<file path="config.mk">
export PLATFORM = sky130hd
export DESIGN_NAME = irq_cause_unit
export DESIGN_NICKNAME = d
export VERILOG_FILES = /design/src/rtl/irq_cause_pkg.sv /design/src/rtl/irq_cause_reg.sv /design/src/rtl/irq_enable_reg.sv /design/src/rtl/irq_signal_out.sv /design/src/rtl/irq_cause_unit.sv
export SDC_FILE = /design/constraint.sdc
export NUM_CORES = 1
export LEC_CHECK = 0
export BUFFER_PORTS_ARGS = -buffer_cell sky130_fd_sc_hd__buf_2
export CAP_MARGIN = 5
export CORE_MARGIN = 2
export CORE_UTILIZATION = 30
export CTS_CLUSTER_DIAMETER = 100
export DETAILED_ROUTE_END_ITERATION = 7
export PLACE_DENSITY_LB_ADDON = 0.3
export SLEW_MARGIN = 5
export SYNTH_ARGS = -nofsm -noshare
export SYNTH_HDL_FRONTEND = slang
export SYNTH_SLANG_ARGS = --single-unit
export TNS_END_PERCENT = 5
</file>
<file path="constraint.sdc">
create_clock -name clk -period 1.3 [get_ports clk]
set_clock_uncertainty 0.05 [all_clocks]
set_input_delay 0.065 -clock clk [delete_from_list [all_inputs] [get_ports clk]]
set_output_delay 0.065 -clock clk [all_outputs]
set_load 0.1 [all_outputs]
</file>
<file path="src/rtl/irq_cause_pkg.sv">
package irq_cause_pkg;
  typedef enum logic [1:0] {
    SEL_NONE  = 2'd0,
    SEL_CAUSE = 2'd1,
    SEL_EN    = 2'd2
  } reg_sel_e;

  function automatic reg_sel_e decode_addr(input logic [1:0] addr);
    case (addr)
      2'd0:    decode_addr = SEL_CAUSE;
      2'd1:    decode_addr = SEL_EN;
      default: decode_addr = SEL_NONE;
    endcase
  endfunction
endpackage

</file>
<file path="src/rtl/irq_cause_reg.sv">
module irq_cause_reg #(
  parameter int DATA_W   = 32,
  parameter int CMPL_BIT = 0,
  parameter int MSG_BIT  = 1
) (
  input  logic              clk,
  input  logic              rst_n,
  input  logic              adapter_rst,
  input  logic              cmpl_evt,
  input  logic              msg_evt,
  input  logic              clr_en,
  input  logic [DATA_W-1:0] clr_mask,
  output logic [DATA_W-1:0] cause_q,
  output logic              retry_q
);
  localparam logic [DATA_W-1:0] ONE = {{(DATA_W-1){1'b0}}, 1'b1};
  localparam logic [DATA_W-1:0] CMPL_M = ONE << CMPL_BIT;
  localparam logic [DATA_W-1:0] MSG_M  = ONE << MSG_BIT;

  logic [DATA_W-1:0] set_v, kept_v;

  always_comb begin
    set_v  = (cmpl_evt ? CMPL_M : '0) | (msg_evt ? MSG_M : '0);
    kept_v = clr_en ? (cause_q & ~clr_mask) : cause_q;
  end

  always_ff @(posedge clk or negedge rst_n) begin
    if (!rst_n) begin
      cause_q <= '0;
      retry_q <= 1'b0;
    end else begin
      retry_q <= clr_en;
      if (adapter_rst) cause_q <= '0;
      else             cause_q <= kept_v | set_v;
    end
  end

  a_r2_w1c: assert property (@(posedge clk) disable iff (!rst_n)
    (clr_en && !cmpl_evt && !msg_evt && !adapter_rst) |=> ((cause_q & $past(clr_mask)) == '0));
  a_r9_adapter_clear: assert property (@(posedge clk) disable iff (!rst_n)
    adapter_rst |=> (cause_q == '0));
  a_r8_set_wins: assert property (@(posedge clk) disable iff (!rst_n)
    (cmpl_evt && !adapter_rst) |=> cause_q[CMPL_BIT]);
  a_r1_cause_bits_only: assert property (@(posedge clk) disable iff (!rst_n)
    (cause_q & ~(CMPL_M | MSG_M)) == '0);
endmodule

</file>
<file path="src/rtl/irq_enable_reg.sv">
module irq_enable_reg #(
  parameter int DATA_W = 32
) (
  input  logic              clk,
  input  logic              rst_n,
  input  logic              we,
  input  logic [DATA_W-1:0] wdata,
  output logic [DATA_W-1:0] en_q
);
  always_ff @(posedge clk or negedge rst_n) begin
    if (!rst_n)  en_q <= '0;
    else if (we) en_q <= wdata;
  end

  a_r3_replace: assert property (@(posedge clk) disable iff (!rst_n)
    we |=> (en_q == $past(wdata)));
  a_r10_hold: assert property (@(posedge clk) disable iff (!rst_n)
    !we |=> $stable(en_q));
endmodule

</file>
<file path="src/rtl/irq_signal_out.sv">
module irq_signal_out #(
  parameter int DATA_W = 32
) (
  input  logic              clk,
  input  logic              rst_n,
  input  logic              msg_mode,
  input  logic              reeval,
  input  logic [DATA_W-1:0] cause,
  input  logic [DATA_W-1:0] en,
  output logic              irq_level,
  output logic              irq_pulse
);
  logic reeval_q;
  logic cond;

  always_ff @(posedge clk or negedge rst_n) begin
    if (!rst_n) reeval_q <= 1'b0;
    else        reeval_q <= reeval;
  end

  always_comb begin
    cond      = |(cause & en);
    irq_level = !msg_mode && cond;
    irq_pulse = msg_mode && reeval_q && cond;
  end

  a_r5_pulse_after_reeval: assert property (@(posedge clk) disable iff (!rst_n)
    irq_pulse |-> $past(reeval));
  a_r4_one_output: assert property (@(posedge clk) disable iff (!rst_n)
    !(irq_level && irq_pulse));
endmodule

</file>
<file path="src/rtl/irq_cause_unit.sv">
module irq_cause_unit #(
  parameter int DATA_W   = 32,
  parameter int ADDR_W   = 2,
  parameter int CMPL_BIT = 0,
  parameter int MSG_BIT  = 1
) (
  input  logic              clk,
  input  logic              rst_n,
  input  logic              adapter_rst_i,
  input  logic              msg_mode_i,
  input  logic              cmpl_evt_i,
  input  logic              msg_evt_i,
  input  logic              wr_en_i,
  input  logic [ADDR_W-1:0] wr_addr_i,
  input  logic [DATA_W-1:0] wr_data_i,
  input  logic              rd_en_i,
  input  logic [ADDR_W-1:0] rd_addr_i,
  output logic              rd_valid_o,
  output logic [DATA_W-1:0] rd_data_o,
  output logic              irq_level_o,
  output logic              irq_pulse_o,
  output logic              retry_o
);
  import irq_cause_pkg::*;

  reg_sel_e          wr_sel, rd_sel;
  logic              wr_cause, wr_en_reg, reeval;
  logic [DATA_W-1:0] cause_q, en_q;

  always_comb begin
    wr_sel    = decode_addr(wr_addr_i[1:0]);
    rd_sel    = decode_addr(rd_addr_i[1:0]);
    wr_cause  = wr_en_i && (wr_sel == SEL_CAUSE);
    wr_en_reg = wr_en_i && (wr_sel == SEL_EN);
    reeval    = wr_cause || wr_en_reg || cmpl_evt_i || msg_evt_i || adapter_rst_i;
  end

  irq_cause_reg #(.DATA_W(DATA_W), .CMPL_BIT(CMPL_BIT), .MSG_BIT(MSG_BIT)) u_cause (
    .clk(clk), .rst_n(rst_n), .adapter_rst(adapter_rst_i),
    .cmpl_evt(cmpl_evt_i), .msg_evt(msg_evt_i),
    .clr_en(wr_cause), .clr_mask(wr_data_i),
    .cause_q(cause_q), .retry_q(retry_o)
  );

  irq_enable_reg #(.DATA_W(DATA_W)) u_enable (
    .clk(clk), .rst_n(rst_n), .we(wr_en_reg), .wdata(wr_data_i), .en_q(en_q)
  );

  irq_signal_out #(.DATA_W(DATA_W)) u_out (
    .clk(clk), .rst_n(rst_n), .msg_mode(msg_mode_i), .reeval(reeval),
    .cause(cause_q), .en(en_q),
    .irq_level(irq_level_o), .irq_pulse(irq_pulse_o)
  );

  always_ff @(posedge clk or negedge rst_n) begin
    if (!rst_n) begin
      rd_valid_o <= 1'b0;
      rd_data_o  <= '0;
    end else begin
      rd_valid_o <= rd_en_i;
      if (rd_en_i) begin
        case (rd_sel)
          SEL_CAUSE: rd_data_o <= cause_q;
          SEL_EN:    rd_data_o <= en_q;
          default:   rd_data_o <= '0;
        endcase
      end
    end
  end

  a_r6_retry_follows_write: assert property (@(posedge clk) disable iff (!rst_n)
    wr_cause |=> retry_o);
  a_r6_retry_only_on_write: assert property (@(posedge clk) disable iff (!rst_n)
    retry_o |-> $past(wr_cause));
  a_r7_read_valid: assert property (@(posedge clk) disable iff (!rst_n)
    rd_en_i |=> rd_valid_o);
endmodule

</file>
Word level (Yosys, flattened, before mapping)
Cells that the tools add are included.

Equality and inequality tests: 6. Mux-type cells: 7. Bitwise operators: 5. Reduce and logical (&&, ||, !) cells: 13.

Operators with widths (count): $and A32 B32 Y32 (2); $mux W32 (2); $or A32 B32 Y32 (2); $pmux W32 S2 (1); $not A32 Y32 (1); $reduce_or A32 Y1 (1); $eq A2 B1 Y1 const B (4); $pmux W2 S2 (2); $logic_and A1 B1 Y1 (5); $eq A2 B2 Y1 const B (2); $logic_not A2 Y1 (2); $logic_or A1 B1 Y1 (4); $mux W2 (1); $logic_not A1 Y1 (1); $mux W1 (1).

Register bits: 99. Input bits: 44. Output and inout bits: 36. Logic and storage cells: 37.

Longest topological paths before layout
Word-level depth: 8. Gate-level depth with buffers: 4. Gate-level depth less buffers: 4.

Modules after synthesis
Synthesis repeated with hierarchy kept, for this count alone.

Cells, all modules: 343. Area, all modules: 4575.6 µm².

By module, submodules not included: irq_cause_unit (times used 1, cells each 146, area an instance 1607.8 µm², sequential area each 825.8 µm²); irq_cause_reg (times used 1, cells each 105, area an instance 1403.8 µm², sequential area each 825.8 µm²); irq_enable_reg (times used 1, cells each 68, area an instance 1345.0 µm², sequential area each 800.8 µm²); irq_signal_out (times used 1, cells each 24, area an instance 219.0 µm², sequential area each 25.0 µm²).

Worst setup path after synthesis
No wires, ideal clock.

Path kind: reg2out. Start: reg u_cause.cause_q[8]. End: out irq_level_o. Arrival: 2208 ps. Data required time: 1185 ps. Slack: -1023 ps. Stages on the path, launching flop included: 5. Buffers on the path: 0. Cell sequence: dfrtp_1 a22o_1 a221oi_1 and4_1 a21oi_1.

Word-level cells in the longest chain between the ends: 3.

RTL lines: start: declaration (RTL line irq_cause_reg.sv:13) `output logic [DATA_W-1:0] cause_q,`; start signal: assignment (RTL line irq_cause_reg.sv:34) `else cause_q <= kept_v | set_v;`; $and A32 B32 Y32 (RTL line irq_signal_out.sv:22) `cond = |(cause & en);`; $reduce_or A32 Y1 (RTL line irq_signal_out.sv:22); $logic_and A1 B1 Y1 (RTL line irq_signal_out.sv:23) `irq_level = !msg_mode && cond;`; end: declaration (RTL line irq_cause_unit.sv:20) `output logic irq_level_o,`.

No other way between the ends.

Final worst setup path
Start: reg u_cause.cause_q[9]. End: out irq_pulse_o.

Word-level cells in the longest chain between the ends: 3.

RTL lines: $and A32 B32 Y32 (RTL line irq_signal_out.sv:22); $reduce_or A32 Y1 (RTL line irq_signal_out.sv:22); $logic_and A1 B1 Y1 (RTL line irq_signal_out.sv:24) `irq_pulse = msg_mode && reeval_q && cond;`; end: declaration (RTL line irq_cause_unit.sv:21) `output logic irq_pulse_o,`.

No other way between the ends.

==> run summary <==
Outcome: finished, violations left
Violated checks: negative setup slack
DR pass1 iterations: 4
Area Growth Syn to Fin: 44.9%
Peak VDD IR: 0.000658 V
Hold Fails Final Rpt: 0
Register area share after synthesis: 57.7%
Net Sw Power: 2.62 mW
Sink Count: 99
Worst setup margin: -0.569 ns
Netlist Area Pre-Place: 0.00429 mm^2
Commonest non-fill, non-tap cell in the layout: dfrtp_1
CP endpoint kind: primary output
Vias per cell: 4.59
Initial antenna violation count: 0
Final cycle utilization of the critical path: 144%
Cts bufs inserted: 9
Number of DRC markers in iteration 0: 147
Largest net degree at the start of global routing: 33
P per Cell Area: 1370 mW/mm^2
Root Driver: clkbuf_16
RSZ-0062 raised after global routing: yes
Maximum clock insertion buffer count: 2
Setup TNS: -1.14 ns
WL final: 11600 um
Setup WS pre-CTS: -0.435 ns
Syn_nets: 385
Clk_lat worst skew: 0.35 ns
Depth of the CTS H-tree: 3
Int Pwr: 5.92 mW
Data arrival time of the critical path: 1.75 ns
Starting Density: 30.8%
Hpwl dp: 8240 um
TritonCTS clock tree: done
Seq cells post-synth: 99
Die width: 124 um
WL/cell: 16.5 um
Avg Cell Area, Syn: 12.6 um^2
Peak Freq: 0.535 GHz
RD Place Congestion: 0.783
Critical path class: reg -> out
Finished Cell Area: 0.00622 mm^2
Core Area: 0.0139 mm^2
Die area: 0.0153 mm^2
Final max-slew violation count: 0
Sequential Power Share: 41.5%
Worst Max-Slew Pin Slew: 0.505 ns
Max-Slew Margin vs Limit: 66.6%
Netlist cell types: 25
Post-route ant nets: 0
Total placed instance area: 0.00546 mm^2
# rows: 43
Post-layout util: 44.7%
Setup violators final: 2
Layout Nets: 561
Global Route Usage Sum: 16.5%
Fillcell total: 1289
YS warnings: 0
Syn Inst Count: 341
Port bufs: 79
Die height: 124 um
Via Count: 3225
Vias in the first global route: 3522
First-pass GRT wire length: 18600 um
Combinational share of power: 24.8%
Startpoint types: flip-flop
Ant diodes: 0
Worst min path class: in -> async
Most frequent cells in the layout: dfrtp_1 (99), buf_2 (66), buf_4 (63)
Leakage: 3.08 nW
Sw frac: 30.6%
DRC errors left: 0
Total congestion overflow: 0
CTS clk-pin slew, worst paths: 0.07 ns
WHS: 0.0819 ns
Max cap viols: 0
Ratio of cells with drive above 1 in the final layout: 40.0%
WP data required: 1.19 ns
Crit Path Max Fanout: 2
Final min period: 1.87 ns
Ports: 80
R2r setup slk: 0.24 ns
Share of total power in the clock network: 33.8%
## sequential cells by signal, summed over array words and instances, names as in the netlist
name	flops
u_out.reeval_q	1
u_cause.cause_q	32
rd_valid_o	1
rd_data_o	32
u_cause.retry_q	1
u_enable.en_q	32
## metrics by stage
stage / power (mW) / cells
after global routing: 8.89 / 702
after global placement: 5.55 / 651
after floorplan: 4.86 / 341
after detailed placement: 5.59 / 651
after CTS: 8.61 / 703
final: 8.54 / 702
## cell usage after synthesis
cell	count	area share, %
dfrtp_1	99	58
o22ai_1	32	4.7
inv_1	32	2.8
buf_4	3	0.52
clkbuf_1	7	0.61
a22o_1	3	0.61
nor2_1	3	0.26
nand2b_1	30	4.4
nand2_4	1	0.26
nor2b_4	1	0.32
buf_6	3	0.79
mux2i_1	32	7.5
or2b_1	1	0.17
or4_1	1	0.17
nor3b_2	1	0.29
nand4_1	2	0.29
a22oi_1	8	1.4
a22o_2	1	0.23
mux2_4	30	10
a221oi_1	4	0.82
a21oi_1	34	4.0
buf_2	7	0.82
and4_1	1	0.20
nand2_1	3	0.26
mux2_2	2	0.52
## worst paths after layout
check | startpoint | to | cells after the start
min in group clk | wr_addr_i[1] | u_cause.retry_q | 3
setup / recovery | u_cause.cause_q[9] | irq_pulse_o | 5
setup reg to reg | u_enable.en_q[2] | u_enable.en_q[2] | 3
max in group asynchronous | rst_n | u_enable.en_q[9] | 3
hold / removal | rst_n | rd_data_o[14] | 2
hold reg to reg | rd_data_o[14] | rd_data_o[14] | 2
## power groups by stage
| stage | clock, mW | combinational [mW] | sequential (mW) |
|---|---|---|---|
| 4_1_cts | 2.96 | 2.11 | 3.54 |
| 3_3_place_gp | 0 | 1.97 | 3.57 |
| 3_5_place_dp | 0 | 2.00 | 3.58 |
| 2_1_floorplan | 0 | 0.641 | 4.22 |
| 6_report | 2.88 | 2.11 | 3.54 |
| 5_1_grt | 3.08 | 2.24 | 3.57 |
## layer usage
metal  up-vias  global-route usage [%]  share of wire [%]
li1       1557                       -                  -
met1      1591                    21.5                 48
met2        67                    26.9                 47
met4         0                    3.84                1.1
met5         -                       0                  0
met3        10                    4.99                4.5
## cells by family (layout without fill, tap and decap cells)
logic type / count (synthesis) / in the layout / synth area share [%]
compound gates: 82 / 82 / 11.7
mux: 64 / 64 / 18.5
buf+inv: 52 / 233 / 5.54
flops: 99 / 99 / 57.7
simple gates: 44 / 44 / 6.61
## area by class of cell
cell class                 count  area (um^2)  area share, %
clock inverter                 6         88.8           1.43
multi-input combinational    190         1640           26.4
timing repair buffer         185         1440           23.1
inverter                      32          120           1.93
sequential                    99         2480           39.8
tap                          180          225           3.62
clock buffer                  10          229           3.68
## what timing repair did
item,CTS,global route
hold buffers,36,0
endpoints found under the setup margin,2,12
gates resized for setup,13,11
endpoints found under the hold margin,164,0
pin swaps,2,5
setup buffers,0,1
## worst max-delay path, stage by stage, from the launching register on
cell      delay, ns
dfrtp_1        0.38
a22o_2         0.27
a221oi_1       0.20
and4_4         0.31
a21oi_4        0.07
buf_12         0.16
No activity file was read; power rests on OpenSTA's default activity.
